`src/rtl/kwd_pkg.sv`:
```
package kwd_pkg;
    localparam int DATA_W = 32;
    localparam int ADDR_W = 4;
    localparam int PTV_W  = 3;
    localparam int NSYNC  = 3;

    localparam logic [ADDR_W-1:0] ADR_REV  = 4'd0;
    localparam logic [ADDR_W-1:0] ADR_CTRL = 4'd1;
    localparam logic [ADDR_W-1:0] ADR_IEN  = 4'd2;
    localparam logic [ADDR_W-1:0] ADR_STAT = 4'd3;
    localparam logic [ADDR_W-1:0] ADR_LOAD = 4'd4;
    localparam logic [ADDR_W-1:0] ADR_TRIG = 4'd5;
    localparam logic [ADDR_W-1:0] ADR_KEY  = 4'd6;
    localparam logic [ADDR_W-1:0] ADR_PEND = 4'd7;
    localparam logic [ADDR_W-1:0] ADR_CNT  = 4'd8;

    localparam int SY_LOAD = 0;
    localparam int SY_TRIG = 1;
    localparam int SY_KEY  = 2;

    localparam logic [DATA_W-1:0] KEY_RUN_1  = 32'h0000_BBBB;
    localparam logic [DATA_W-1:0] KEY_RUN_2  = 32'h0000_4444;
    localparam logic [DATA_W-1:0] KEY_HALT_1 = 32'h0000_AAAA;
    localparam logic [DATA_W-1:0] KEY_HALT_2 = 32'h0000_5555;

    typedef enum logic [1:0] {KS_IDLE, KS_RUN_HALF, KS_HALT_HALF} key_state_e;

    typedef struct packed {
        logic [PTV_W-1:0] ptv;
        logic             pre_en;
        logic             srst;
    } ctrl_t;

    localparam ctrl_t CTRL_RESET = '{ptv: '0, pre_en: 1'b1, srst: 1'b0};

    function automatic logic [ADDR_W-1:0] sync_addr(input int idx);
        return ADR_LOAD + ADDR_W'(idx);
    endfunction
endpackage

```
`src/rtl/kwd_sync_slot.sv`:
```
module kwd_sync_slot import kwd_pkg::*; #(
    parameter int PEND_TICKS = 3
) (
    input  logic              clk,
    input  logic              rst,
    input  logic              tick,
    input  logic              req,
    input  logic [DATA_W-1:0] wdata,
    output logic              pend,
    output logic              apply,
    output logic [DATA_W-1:0] value
);
    localparam int CNT_W = $clog2(PEND_TICKS + 1);

    logic [CNT_W-1:0] left_q;

    assign apply = pend && tick && (left_q == CNT_W'(1));

    always_ff @(posedge clk) begin
        if (rst) begin
            pend   <= 1'b0;
            left_q <= '0;
            value  <= '0;
        end else if (!pend && req) begin
            pend   <= 1'b1;
            left_q <= CNT_W'(PEND_TICKS);
            value  <= wdata;
        end else if (pend && tick) begin
            if (left_q == CNT_W'(1)) pend <= 1'b0;
            left_q <= left_q - CNT_W'(1);
        end
    end
endmodule

```
`src/rtl/kwd_prescale.sv`:
```
module kwd_prescale import kwd_pkg::*; (
    input  logic             clk,
    input  logic             rst,
    input  logic             run,
    input  logic             tick,
    input  logic             pre_en,
    input  logic [PTV_W-1:0] ptv,
    output logic             strobe
);
    localparam int DIV_W = (2 ** PTV_W) - 1;

    logic [DIV_W-1:0] div_q;
    logic [DIV_W-1:0] mask;

    assign mask   = ~({DIV_W{1'b1}} << ptv);
    assign strobe = run && tick && (!pre_en || (div_q == mask));

    always_ff @(posedge clk) begin
        if (rst || !run)  div_q <= '0;
        else if (strobe)  div_q <= '0;
        else if (tick)    div_q <= div_q + DIV_W'(1);
    end
endmodule

```
`src/rtl/kwd_keymatch.sv`:
```
module kwd_keymatch import kwd_pkg::*; (
    input  logic              clk,
    input  logic              rst,
    input  logic              apply,
    input  logic [DATA_W-1:0] word,
    output logic              run
);
    key_state_e st_q;

    always_ff @(posedge clk) begin
        if (rst) begin
            st_q <= KS_IDLE;
            run  <= 1'b0;
        end else if (apply) begin
            if (st_q == KS_RUN_HALF && word == KEY_RUN_2) begin
                run  <= 1'b1;
                st_q <= KS_IDLE;
            end else if (st_q == KS_HALT_HALF && word == KEY_HALT_2) begin
                run  <= 1'b0;
                st_q <= KS_IDLE;
            end else if (word == KEY_RUN_1) begin
                st_q <= KS_RUN_HALF;
            end else if (word == KEY_HALT_1) begin
                st_q <= KS_HALT_HALF;
            end else begin
                st_q <= KS_IDLE;
            end
        end
    end
endmodule

```
`src/rtl/keyed_wdog.sv`:
```
module keyed_wdog import kwd_pkg::*; #(
    parameter int          PEND_TICKS = 3,
    parameter logic [31:0] REVISION   = 32'h0001_0203
) (
    input  logic              clk,
    input  logic              rst,
    input  logic              tick_en,
    input  logic              wr_en,
    input  logic [ADDR_W-1:0] addr,
    input  logic [DATA_W-1:0] wdata,
    output logic [DATA_W-1:0] rdata,
    output logic              irq,
    output logic              wdog_rst
);
    ctrl_t             ctrl_q;
    logic [1:0]        ien_q, stat_q;
    logic [DATA_W-1:0] load_q, trig_q, cnt_q;
    logic              run_q, strobe, ovf, trig_reload, rst_int;
    logic [NSYNC-1:0]  pend, apply;
    logic [DATA_W-1:0] sync_val [NSYNC];

    assign rst_int = rst || ctrl_q.srst;

    for (genvar g = 0; g < NSYNC; g++) begin : g_sync
        kwd_sync_slot #(.PEND_TICKS(PEND_TICKS)) u_slot (
            .clk   (clk),
            .rst   (rst_int),
            .tick  (tick_en),
            .req   (wr_en && (addr == sync_addr(g))),
            .wdata (wdata),
            .pend  (pend[g]),
            .apply (apply[g]),
            .value (sync_val[g])
        );
    end

    kwd_keymatch u_key (
        .clk   (clk),
        .rst   (rst_int),
        .apply (apply[SY_KEY]),
        .word  (sync_val[SY_KEY]),
        .run   (run_q)
    );

    kwd_prescale u_pre (
        .clk    (clk),
        .rst    (rst_int),
        .run    (run_q),
        .tick   (tick_en),
        .pre_en (ctrl_q.pre_en),
        .ptv    (ctrl_q.ptv),
        .strobe (strobe)
    );

    assign ovf         = strobe && (&cnt_q);
    assign trig_reload = apply[SY_TRIG] && (sync_val[SY_TRIG] != trig_q);

    always_ff @(posedge clk) begin
        if (rst_int) begin
            ctrl_q   <= CTRL_RESET;
            ien_q    <= '0;
            stat_q   <= '0;
            load_q   <= '0;
            trig_q   <= '0;
            cnt_q    <= '0;
            wdog_rst <= 1'b0;
        end else begin
            if (wr_en && addr == ADR_CTRL) ctrl_q <= ctrl_t'(wdata[$bits(ctrl_t)-1:0]);
            if (wr_en && addr == ADR_IEN)  ien_q  <= ien_q | wdata[1:0];
            stat_q <= (stat_q & ~((wr_en && addr == ADR_STAT) ? wdata[1:0] : 2'b00))
                      | {1'b0, ovf};
            if (apply[SY_LOAD]) load_q <= sync_val[SY_LOAD];
            if (trig_reload)    trig_q <= sync_val[SY_TRIG];
            if (trig_reload || ovf) cnt_q <= load_q;
            else if (strobe)        cnt_q <= cnt_q + 32'd1;
            wdog_rst <= ovf && ien_q[0];
        end
    end

    assign irq = |(stat_q & ien_q);

    always_comb begin
        case (addr)
            ADR_REV:  rdata = REVISION;
            ADR_CTRL: rdata = {{(DATA_W-$bits(ctrl_t)){1'b0}}, ctrl_q};
            ADR_IEN:  rdata = {30'd0, ien_q};
            ADR_STAT: rdata = {30'd0, stat_q};
            ADR_LOAD: rdata = load_q;
            ADR_TRIG: rdata = trig_q;
            ADR_KEY:  rdata = {31'd0, run_q};
            ADR_PEND: rdata = {{(DATA_W-NSYNC){1'b0}}, pend};
            ADR_CNT:  rdata = cnt_q;
            default:  rdata = '0;
        endcase
    end
endmodule

```
`config.mk`:
```
export PLATFORM = sky130hd
export DESIGN_NAME = keyed_wdog
export DESIGN_NICKNAME = d
export VERILOG_FILES = /design/src/rtl/kwd_pkg.sv /design/src/rtl/kwd_sync_slot.sv /design/src/rtl/kwd_prescale.sv /design/src/rtl/kwd_keymatch.sv /design/src/rtl/keyed_wdog.sv
export SDC_FILE = /design/constraint.sdc
export NUM_CORES = 1
export LEC_CHECK = 0
export BUFFER_PORTS_ARGS = -buffer_cell sky130_fd_sc_hd__buf_2
export CORE_ASPECT_RATIO = 1.1
export CORE_MARGIN = 3
export CORE_UTILIZATION = 60
export DETAILED_ROUTE_END_ITERATION = 10
export PLACE_DENSITY = 0.79
export REMOVE_ABC_BUFFERS = 1
export SLEW_MARGIN = 30
export SYNTH_ARGS = -nofsm -noshare
export SYNTH_HDL_FRONTEND = slang
export SYNTH_SLANG_ARGS = --single-unit
```
`constraint.sdc`:
```
create_clock -name clk -period 3 [get_ports clk]
set_input_delay 0.6 -clock clk [delete_from_list [all_inputs] [get_ports clk]]
set_output_delay 0.6 -clock clk [all_outputs]
set_load 0.02 [all_outputs]
```
### After elaboration in Yosys (flattened, before gate mapping)

Cells that the tools add are included.

| word-level totals | value |
|---|---|
| bits of input ports | 40 |
| register bits | 221 |
| output and inout port bits | 34 |

| cells by class | value |
|---|---|
| bitwise operators | 6 |
| shifts and indexed selects | 1 |
| add/sub/neg operators | 5 |
| equality and inequality tests | 19 |
| mux-type cells | 25 |
| reduce and logical (&&, ||, !) cells | 47 |

Operator list:

| cell | number |
|---|---|
| 32-bit one-hot mux with 9 select lines | 1 |
| 32-bit by 15-bit equality test with 1-bit output, second input constant | 2 |
| 32-bit by 16-bit equality test with 1-bit output, second input constant | 2 |
| 32-bit two-way mux | 2 |
| 32-bit by 1-bit adder with 32-bit output, second input constant | 1 |
| 32-bit != test | 1 |
| 32-bit AND reduction | 1 |
| 1-bit logical AND | 22 |
| 2-bit two-way mux | 11 |
| 4-bit by 3-bit equality test with 1-bit output, second input constant | 4 |
| 2-bit nonzero test | 8 |
| 1-bit two-way mux | 11 |
| 2-bit by 1-bit equality test with 1-bit output, second input constant | 4 |
| 4-bit by 2-bit equality test with 1-bit output, second input constant | 2 |
| 2-bit AND reduction | 4 |
| 7-bit by 1-bit adder with 7-bit output, second input constant | 1 |
| 7-bit equality test | 1 |
| 7-bit NOT | 1 |
| 7-bit by 3-bit << shifter with 7-bit output, first input constant | 1 |
| 2-bit by 1-bit subtractor with 2-bit output, second input constant | 3 |
| 1-bit zero test | 5 |
| 2-bit bitwise AND | 2 |
| 4-bit by 1-bit equality test with 1-bit output, second input constant | 1 |
| 4-bit equality test, second input constant | 1 |
| 7 further kinds | 11 |

### Depth between registers and ports, before layout

| depth | value |
|---|---|
| word-level depth | 8 |
| gate-level depth with buffers | 10 |
| gate-level depth less buffers | 8 |

### Modules after synthesis

Synthesis repeated with hierarchy kept, for this count alone.

| unflattened totals | value |
|---|---|
| cell total of the unflattened synthesis | 1258 |
| area total of the unflattened synthesis | 10322.4 µm² |

By module, submodules not included:

| module | cells an instance | area an instance (µm²) | sequential area each (µm²) | instances |
|---|---|---|---|---|
| keyed_wdog | 697 | 5641.7 | 2122.0 | 1 |
| kwd_sync_slot | 157 | 1307.5 | 700.7 | 3 |
| kwd_prescale | 58 | 491.7 | 140.1 | 1 |
| kwd_keymatch | 32 | 266.5 | 60.1 | 1 |

### Worst setup path before layout

OpenSTA, ideal clock, no wires.

| path | value |
|---|---|
| kind | input -> output |
| start | input addr[2] |
| end | output rdata[11] |
| required time | 2400 ps |
| data arrival time | 2236 ps |
| setup slack | 164 ps |
| stages on the path | 7 |
| path through | clkbuf_1 > nand2_1 > nor3_1 > clkbuf_1 > buf_1 > a222oi_1 > nor2_1 |

| between the ends | value |
|---|---|
| cells in the longest elaborated chain, start to end | 2 |

Ends and longest elaborated chain:

| item | line | text |
|---|---|---|
| start, declared | keyed_wdog.sv:9 | `input logic [ADDR_W-1:0] addr,` |
| 4-bit equality test, or another cell as far along | keyed_wdog.sv:83 | `case (addr)` |
| 32-bit one-hot mux with 9 select lines * | keyed_wdog.sv:83 |  |
| end, declared | keyed_wdog.sv:11 | `output logic [DATA_W-1:0] rdata,` |

Mark *: on every way between the ends. The rest lies on a longest branch, timed or not.

### Worst setup path in the final report

| path | value |
|---|---|
| start | input addr[1] |
| end | output rdata[2] |

The elaborated chain is that of the path after synthesis.

==> impl_summary.txt <==
----------------------------------------------------
[Global route]
  Maximum number of pins on one net before global-route repair ... 98
  Vias in the first global route ... about 8,700
  Combined global-route utilization of all metal layers ... between 30% and 40%
  Congestion Overflow GR ... 0
  First-pass GRT wire length ... roughly 46,000 um
  Antenna violations before repair ... 0

[Clock tree]
  Cells resized by post-CTS repair ... 0
  H-Tree Depth ... 1
  Total CTS buffers ... 24
  Clock latency on the worst-skew pair ... 520 ps
  Root buffer cell ... clkbuf_16
  Buffers from clock root to sink, at most ... 3
  CTS tree ... built
  Clock slew seen by the registers of the worst setup and hold paths ... 60 ps
  Hold-fix buffer count after cts ... 0
  # clock sinks ... 221
  Buffer count from post-CTS setup fixing ... 0

[Synth]
  Unique masters post-synth ... 68
  Flip-flop and latch count after synthesis ... around 220
  Largest family of logic cells by synthesized area ... simple AND/OR/NAND/NOR gates
  Yosys warning count ... 0
  Synthesized-area fraction occupied by ao, oa, aoi and oai cells ... 17.8%
  Synth Area in Adders ... 0.625%
  Syn Std Cell Area ... 10,000 sq um
  Parity-gate share of the synthesized area counting xor and xnor cells ... 3.76%
  Multiplexer area fraction after synthesis ... around 5.4%
  Gate Count Post-Synth ... 1,263
  Sequential fraction of the synthesis area ... 44.2%
  Synthesized area divided by synthesized cell count ... 7.93 sq um
  Area share of and/or/nand/nor cells after synthesis ... 24.1%
  Prevailing post-synth register cell ... dfxtp_1
  Post-synth EDFFs ... 0
  Share of synthesized flip-flops with an asynchronous set or reset ... 0%

[Power and ir drop]
  Switching power as a share of total power ... a little over a fifth
  Part of the power in the clock network ... 47.9%
  Maximum VDD drop ... between 0.0004 and 0.0005 V
  Sequential group share of total power ... 47.9%
  Pleak ... 0.00400 uW
  Total Power Consumption ... 6210 uW
  Fraction of power consumed by combinational cells ... 4.2%
  Net switching power ... 1370 uW
  Power density over the cells ... approximately 550 nW/um^2
  Internal power ... a little under 5000 uW

[STA]
  Clk_skew ... 12.0 ps
  Number of pins with negative max-slew slack in the final report ... 0
  Transition time of the tightest slew-check pin ... around 730 ps
  Final setup fails ... 0
  Fmax achieved ... 0.357 GHz
  Hold Vio Cnt, Final ... 0
  Sum Neg Setup Slack ... 0 ps
  RSZ-0062 raised after global routing ... no
  Final worst path period share ... 93.3%
  Worst slew margin relative to its limit ... 51.3%
  Crit path time final ... 2800 ps
  Minimum hold slack ... approximately 350 ps

[Min path]
  Path type of the worst min-delay path ... in2reg

[Final layout]
  Growth of design area from synthesis to finish ... 13.5%
  Share of layout cells above drive strength 1 ... 12.1%
  Number of standard cells in the final layout excluding fillers ... 1,517
  Net total in the final layout ... around 1,300
  Number of antenna cells inserted ... 0
  Commonest non-fill, non-tap cell in the layout ... nand2_1
  Most frequent cells in the layout ... 313 x nand2_1, 221 x dfxtp_1, 171 x a21oi_1, 108 x nor2_1, 73 x buf_2

[Route]
  Via total after detailed routing ... 9,451
  Post-detailed-route wirelength per cell ... 19.1 um
  Number of vias per cell ... 6.23
  Final ANT Viol Nets ... 0
  Pre-antenna DRT Iters ... 7
  Detailed-route DRC error count ... 0
  Initial drt markers ... ~1,300
  Total length of routed wires ... around 29,000 um

[Worst setup path]
  Crit Path Max Fanout ... 14
  R2R Setup Slk ... roughly 380 ps
  Startpoint class of the critical path ... input port
  Worst path required time ... 2400 ps
  Endpoint class of the critical path ... output port
  Startpoint-to-endpoint class of the critical path ... in2out
  Critical path data arrival time ... 2200 ps

[Floorplanning]
  Area enclosed by the die boundary ... 18,300 sq um
  Row Count ... 48
  Die extent in x ... 129 um
  Effective utilization at floorplan ... about 62%
  Core area ... approximately 16,000 sq um
  I/O Pins ... 74
  Die height ... approximately 140 um

[Placement]
  Instance count after placement with tap cells included ... 1,475
  Number of input and output port buffers inserted ... 73
  Final weighted congestion of routability-driven global placement ... around 0.94
  HPWL reported at the end of detailed placement ... a little under 20,000 um

[Status]
  Status ... finished, final reports clean

[Job]
  Number of violations of the max-capacitance limit ... 0

----------------------------------------------------
logic make-up after synthesis:
family                     count (synthesis)
AOI/OAI and AO/OA                        287
adders and majority gates                  5
DFF                                      221
and+or+nand+nor                          552
buffers and inverters                    101
muxes                                     54
xor gates and xnor gates                  43
area by class of cell:
type / instances / area (sq um)
Multi-Input combinational cell: 941 / 5210
Fill cell: 1283 / 4680
Sequential cell: 221 / 4420
Clock buffer: 34 / 709
Timing Repair Buffer: 102 / 633
Tap cell: 200 / 250
Clock inverter: 8 / 92.6
Inverter: 11 / 41.3
metrics by stage:
| stage | setup slack [ps] | instance area (sq um) | util [%] |
|---|---|---|---|
| after floorplan | -2290 | 9640 | - |
| after global placement | 264 | 10600 | 65.8 |
| final | 202 | 11400 | 70.8 |
| after detailed placement | 244 | 10600 | 65.8 |
| after global routing | 95.8 | 11400 | 70.8 |
| after CTS | 234 | 11400 | 70.8 |
synth_stat cells (16+ instances only):
cell type / count / area (sq um)
nor2_1: 111 / 417
xnor2_1: 35 / 307
a222oi_1: 25 / 250
a21oi_1: 172 / 861
nor3_1: 20 / 100
mux2i_1: 53 / 531
nand4_1: 19 / 119
clkbuf_1: 74 / 278
dfxtp_1: 221 / 4420
nand3_1: 23 / 115
nand2_1: 313 / 1170
o21ai_0: 16 / 80.1
path summary, 6_finish.rpt:
| check | from | end | depth (start not counted) |
|---|---|---|---|
| max reg2reg | ctrl_q[3] | cnt_q[7] | 8 |
| min reg2reg | u_key.st_q[1] | u_key.run | 1 |
| min | wdata[15] | g_sync[2].u_slot.value[15] | 3 |
| max | addr[1] | rdata[2] | 7 |
critical path, cell delays in order:
cell and delay [ps]:
buf_2 180, nor3_1 420, inv_1 110, nor2_1 370, a22o_1 240, a31o_2 110
buf_2 160
state kept, by name (all words and copies together), names as in the netlist, 3 cells and up:
name                  flops
g_sync.u_slot.pend        3
ctrl_q                    5
g_sync.u_slot.value      96
load_q                   32
cnt_q                    32
g_sync.u_slot.left_q      6
u_pre.div_q               7
trig_q                   32
metal layers:
layer	wire length, um	global-route usage (%)	vias to the layer above
met1	12400	46.7	4410
met3	3180	4.74	59
met4	644	9.45	0
met2	12800	47.1	485
li1	-	-	4497
met5	0	0	-
power groups by stage:
| stage | logic (uW) | clock network (uW) | registers [uW] |
|---|---|---|---|
| after global placement | 249 | 0 | 3040 |
| after detailed placement | 252 | 0 | 3040 |
| after floorplan | 114 | 0 | 3030 |
| after global routing | 282 | 3120 | 2970 |
| after CTS | 254 | 3000 | 2970 |
| final | 259 | 2970 | 2970 |
Power figures use the tool's default switching activity.
